===== config.mk =====
export PLATFORM = sky130hd
export DESIGN_NAME = add_cracker
export DESIGN_NICKNAME = d
export VERILOG_FILES = /design/src/rtl/addcrack_pkg.sv /design/src/rtl/addcrack_ctrl.sv /design/src/rtl/addcrack_dp.sv /design/src/rtl/add_cracker.sv
export SDC_FILE = /design/constraint.sdc
export NUM_CORES = 1
export LEC_CHECK = 0
export ABC_AREA = 1
export ABC_CLOCK_PERIOD_IN_PS = 1300
export BUFFER_PORTS_ARGS = -buffer_cell sky130_fd_sc_hd__buf_2
export CAP_MARGIN = 10
export CORE_AREA = 2 2 67 69
export CTS_CLUSTER_DIAMETER = 40
export DETAILED_ROUTE_END_ITERATION = 16
export DIE_AREA = 0 0 69 71
export MAX_ROUTING_LAYER = met4
export PLACE_DENSITY = 0.74
export SYNTH_ARGS = -nofsm -noshare
export SYNTH_HDL_FRONTEND = slang
export SYNTH_HIERARCHICAL = 1
export SYNTH_SLANG_ARGS = --single-unit

===== constraint.sdc =====
create_clock -name clk -period 1.3 [get_ports clk]
set_clock_uncertainty 0.1 [all_clocks]
set_input_delay 0.065 -clock clk [delete_from_list [all_inputs] [get_ports clk]]
set_output_delay 0.065 -clock clk [all_outputs]
set_load 0.05 [all_outputs]

===== src/rtl/addcrack_pkg.sv =====
package addcrack_pkg;
  typedef enum logic [1:0] {
    UOP_ALU    = 2'd0,
    UOP_LOAD   = 2'd1,
    UOP_STADDR = 2'd2,
    UOP_STDATA = 2'd3
  } uopKind_e;

  localparam logic [1:0] FORM_REG  = 2'd0;
  localparam logic [1:0] FORM_MSRC = 2'd1;
  localparam logic [1:0] FORM_MDST = 2'd2;

  // strobes from control to datapath
  typedef struct packed {
    logic       capture;
    logic [1:0] step;
  } crackCtl_t;

  function automatic logic [1:0] lastStepOf(input logic [1:0] form);
    case (form)
      FORM_MSRC: return 2'd1;
      FORM_MDST: return 2'd3;
      default:   return 2'd0;
    endcase
  endfunction
endpackage


===== src/rtl/addcrack_ctrl.sv =====
module addcrack_ctrl
  import addcrack_pkg::*;
(
  input  logic       clk,
  input  logic       rst,
  input  logic       inValid,
  input  logic [1:0] inForm,
  input  logic       outReady,
  output logic       inReady,
  output logic       outValid,
  output logic       outFirst,
  output logic       outLast,
  output logic [1:0] outIdx,
  output crackCtl_t  ctl
);
  logic       busy;
  logic [1:0] step;
  logic [1:0] lastStep;
  logic       accept;
  logic       fire;

  assign accept = inValid && !busy;
  assign fire   = busy && outReady;

  always_ff @(posedge clk) begin
    if (rst) begin
      busy     <= 1'b0;
      step     <= 2'd0;
      lastStep <= 2'd0;
    end else if (accept) begin
      busy     <= 1'b1;
      step     <= 2'd0;
      lastStep <= lastStepOf(inForm);
    end else if (fire) begin
      if (step == lastStep) begin
        busy <= 1'b0;
        step <= 2'd0;
      end else begin
        step <= step + 2'd1;
      end
    end
  end

  assign inReady     = !busy;
  assign outValid    = busy;
  assign outFirst    = busy && (step == 2'd0);
  assign outLast     = busy && (step == lastStep);
  assign outIdx      = step;
  assign ctl.capture = accept;
  assign ctl.step    = step;
endmodule


===== src/rtl/addcrack_dp.sv =====
module addcrack_dp
  import addcrack_pkg::*;
#(
  parameter int REG_W  = 4,
  parameter int ADDR_W = 16
) (
  input  logic              clk,
  input  crackCtl_t         ctl,
  input  logic [1:0]        inForm,
  input  logic [REG_W-1:0]  inDst,
  input  logic [REG_W-1:0]  inSrc,
  input  logic [ADDR_W-1:0] inAddr,
  output logic [1:0]        outOp,
  output logic [REG_W:0]    outDst,
  output logic [REG_W:0]    outSrcA,
  output logic [REG_W:0]    outSrcB,
  output logic [ADDR_W-1:0] outAddr
);
  localparam int UREG_W = REG_W + 1;
  localparam logic [UREG_W-1:0] TEMP_REG = {1'b1, {REG_W{1'b0}}};

  logic [1:0]        heldForm;
  logic [UREG_W-1:0] heldDst;
  logic [UREG_W-1:0] heldSrc;
  logic [ADDR_W-1:0] heldAddr;
  uopKind_e          kind;

  always_ff @(posedge clk) begin
    if (ctl.capture) begin
      heldForm <= inForm;
      heldDst  <= {1'b0, inDst};
      heldSrc  <= {1'b0, inSrc};
      heldAddr <= inAddr;
    end
  end

  always_comb begin
    kind    = UOP_ALU;
    outDst  = '0;
    outSrcA = '0;
    outSrcB = '0;
    outAddr = '0;
    case (heldForm)
      FORM_MSRC: begin
        if (ctl.step == 2'd0) begin
          kind    = UOP_LOAD;
          outDst  = TEMP_REG;
          outAddr = heldAddr;
        end else begin
          outDst  = heldDst;
          outSrcA = heldDst;
          outSrcB = TEMP_REG;
        end
      end
      FORM_MDST: begin
        case (ctl.step)
          2'd0: begin
            kind    = UOP_LOAD;
            outDst  = TEMP_REG;
            outAddr = heldAddr;
          end
          2'd1: begin
            outDst  = TEMP_REG;
            outSrcA = TEMP_REG;
            outSrcB = heldSrc;
          end
          2'd2: begin
            kind    = UOP_STADDR;
            outAddr = heldAddr;
          end
          default: begin
            kind    = UOP_STDATA;
            outSrcA = TEMP_REG;
          end
        endcase
      end
      default: begin
        outDst  = heldDst;
        outSrcA = heldDst;
        outSrcB = heldSrc;
      end
    endcase
  end

  assign outOp = kind;
endmodule


===== src/rtl/add_cracker.sv =====
module add_cracker
  import addcrack_pkg::*;
#(
  parameter int REG_W  = 4,
  parameter int ADDR_W = 16
) (
  input  logic              clk,
  input  logic              rst,
  input  logic              inValid,
  output logic              inReady,
  input  logic [1:0]        inForm,
  input  logic [REG_W-1:0]  inDst,
  input  logic [REG_W-1:0]  inSrc,
  input  logic [ADDR_W-1:0] inAddr,
  output logic              outValid,
  input  logic              outReady,
  output logic [1:0]        outOp,
  output logic [REG_W:0]    outDst,
  output logic [REG_W:0]    outSrcA,
  output logic [REG_W:0]    outSrcB,
  output logic [ADDR_W-1:0] outAddr,
  output logic              outFirst,
  output logic              outLast,
  output logic [1:0]        outIdx
);
  crackCtl_t ctl;

  addcrack_ctrl u_ctrl (
    .clk      (clk),
    .rst      (rst),
    .inValid  (inValid),
    .inForm   (inForm),
    .outReady (outReady),
    .inReady  (inReady),
    .outValid (outValid),
    .outFirst (outFirst),
    .outLast  (outLast),
    .outIdx   (outIdx),
    .ctl      (ctl)
  );

  addcrack_dp #(.REG_W(REG_W), .ADDR_W(ADDR_W)) u_dp (
    .clk     (clk),
    .ctl     (ctl),
    .inForm  (inForm),
    .inDst   (inDst),
    .inSrc   (inSrc),
    .inAddr  (inAddr),
    .outOp   (outOp),
    .outDst  (outDst),
    .outSrcA (outSrcA),
    .outSrcB (outSrcB),
    .outAddr (outAddr)
  );
endmodule


==> results by group <==
Outcome
  • Outcome: finished with violations
  • Violated checks: setup timing

CTS
  • H-Tree Level Count: 2
  • Clk Latency, worst-skew pair: 280 ps
  • CTS tree: yes
  • Num CTS Buffers: 5
  • Clock Tree Buf Depth: 2
  • # clock sinks: 31
  • Clock transition at the registers of the reported paths: 60 ps
  • Root buf cell: clkbuf_8

Place
  • Post-DP Area: 2360 um2
  • Post-detail-place hpwl: 2600 um
  • Dpl cells: 287
  • IO Port Bufs: 68
  • DP Worst Slack: -332 ps
  • Gpl congestion: 0.758

Flow run
  • Max cap viols: 0

STA
  • Max frequency: 0.571 GHz
  • Post-route setup TNS: -13260 ps
  • Final hold vios: 0
  • Final slew viol count: 0
  • Max transition margin: 82.4%
  • RSZ-0062 raised after global routing: true
  • Crit path time final: 1750 ps
  • Worst-Margin Slew: 263 ps
  • Fin Hold WS: 12.8 ps
  • Final setup fails: 35
  • Crit share post-route: 135%
  • Post-layout worst setup margin: -453 ps

GRT
  • Total Routing Usage GR: 18.8%
  • Number of global-route vias before repair: 1542
  • Gr ovfl total: 0
  • First-pass GRT wire length: 6840 um
  • Initial antenna violation count: 0
  • Largest net degree at the start of global routing: 32

Yosys
  • Syn_nets: 201
  • Synth unique cells: 21
  • Number of flops mapped to enable cells by yosys: 26
  • Yosys reg bits: 31
  • Synth Warn #: 6
  • Avg Cell Area, Syn: 9.97 um2
  • FFs w/ async S/R, synth: 0%
  • Most frequent cell after synthesis: nand2_1
  • Cells after Synth: 162
  • Synth top cells by count: nand2_1 (29), inv_1 (27), edfxtp_1 (26)
  • Yosys top cell area share: 48.3%
  • Post-Syn Area: 1620 um2
  • Post-synthesis sequential area ratio: 54.5%
  • Area contributors post-synth: edfxtp_1 (48%), ha_1 (7.0%), nand2_1 (6.7%)
  • Ys flop type: edfxtp_1
  • Top cell type by total area after synthesis: edfxtp_1

Routing
  • Antenna Nets Post-Route: 0
  • DR WL/cell: 13.0 um
  • # DRC: 0
  • Drt pass-1 iters: 4
  • Routed vias/inst: 4.58
  • Total routed wirelength: 4210 um
  • 1st-iter DRT viols: 33
  • Total number of vias: 1490

Power
  • Worst vdd ir: 0.766 mV
  • PD cells: 1000 nW/um2
  • Leakage: 1.29 nW

Setup path
  • Crit path launch: u_dp/heldForm[0]
  • Data arrival, critical path: 1590 ps
  • FF-to-FF path depth: 9
  • Worst r2r dst: u_ctrl/outIdx[0]
  • Reg2reg start: u_ctrl/outIdx[0]
  • Crit Path Category: reg2out
  • Setup crit end kind: primary output
  • Critical path startpoint category: flip-flop
  • Crit path max fanout: 4
  • Critical Path RT: 1130 ps
  • R2r setup slk: 0 ps
  • Critical path destination: outDst[3]

Final layout
  • Antenna Cells: 0
  • Area Growth Syn to Fin: 91.8%
  • Share of cells above drive strength 1: 58.2%
  • Finished Cell Area: 3100 um2
  • Post-route non-filler standard cell count: 325
  • Final net count: 311

Floorplan
  • Die ar.: 4900 um2
  • IO Count: 69
  • Core area: 4200 um2
  • Std cell rows: 24
  • Initial Utilization: 38.4%
  • Die width: 69 um
  • Die H: 71 um

Hold path
  • Worst hold path type: in2reg
[per-stage QoR]
step | power [W] | utilization (%)
after floorplan | 0.00185 | -
after global placement | 0.00204 | 56.1
after detailed placement | 0.00206 | 56.1
after CTS | 0.00306 | 70.6
after global routing | 0.00324 | 73.7
final | 0.00310 | 73.7
[logic make-up after synthesis]
| kind of cell | Yosys count | share of synthesized area [%] |
|---|---|---|
| AO/OA/AOI/OAI | 25 | 10.8 |
| adder cells (fa/ha/maj) | 9 | 6.97 |
| buffers and inverters | 41 | 12.3 |
| flip-flops | 31 | 54.5 |
| AND/OR/NAND/NOR | 56 | 15.3 |
[final cells by class]
class	count	area (um2)
timing repair buffer	113	1070
clock buffer	8	100
tap	52	65.1
sequential	31	887
inverter	31	139
multi-input combinational	90	832
fill	276	1110
[metal layers]
| layer | part of all wire, % | GRT usage, % | up-vias |
|---|---|---|---|
| met1 | 36 | 17.9 | 699 |
| met3 | 4.3 | 4.99 | 8 |
| met2 | 58 | 35.9 | 47 |
| met4 | 1.9 | 7.41 | 0 |
| li1 | - | - | 736 |
| met5 | 0 | - | - |
[state kept, by name (all words and copies together), names as in the netlist]
signal / cells
u_dp/heldAddr: 16
u_dp/heldDst: 4
u_dp/heldSrc: 4
u_ctrl/lastStep: 2
u_ctrl/outIdx: 2
u_dp/heldForm: 2
u_ctrl/outValid: 1
[worst min path at each step]
stage                    from            endpoint  slack, ps  cells after the start
global placement     inSrc[2]     u_dp/heldSrc[2]        140                      1
global route         outReady    u_ctrl/outIdx[1]         30                      4
finish               outReady    u_ctrl/outIdx[1]         10                      4
detailed placement  inAddr[5]    u_dp/heldAddr[5]        140                      1
CTS                  outReady    u_ctrl/outIdx[1]          3                      4
floorplan                 rst  u_ctrl/lastStep[0]         40                      1
[layout by cell type (no fill, tap or decap), types with 8 or more instances in the layout]
cell           netlist  layout
buf_6                2      35
buf_2                0      33
dlygate4sd3_1        0      27
edfxtp_1            26      26
nand2_1             29      23
inv_1               27      20
nor2_4               1      13
a21oi_4              0      13
nand2_2              3       8
buf_4                8       8
[timing repair]
action,4_1_cts,5_1_grt
hold endpoints to repair,30,0
setup buffers,3,1
resized for setup,69,33
pin swaps,8,5
endpoints found under the setup margin,35,37
hold buffers,27,0
[critical path: stages (launching register included)]
cell      delay, ps
edfxtp_1        400
buf_4           160
ha_4            170
inv_2            70
nor2_4           40
nor2_4          240
nor2_4           60
buf_6           160
[where the power goes]
group          switching, W  leakage, nW  internal [W]
logic              0.000661        0.944      0.000453
clock network      0.000333       0.0515      0.000482
registers         0.0000265        0.291       0.00115
total               0.00102         1.29       0.00208
No activity file was read; power rests on OpenSTA's default activity.
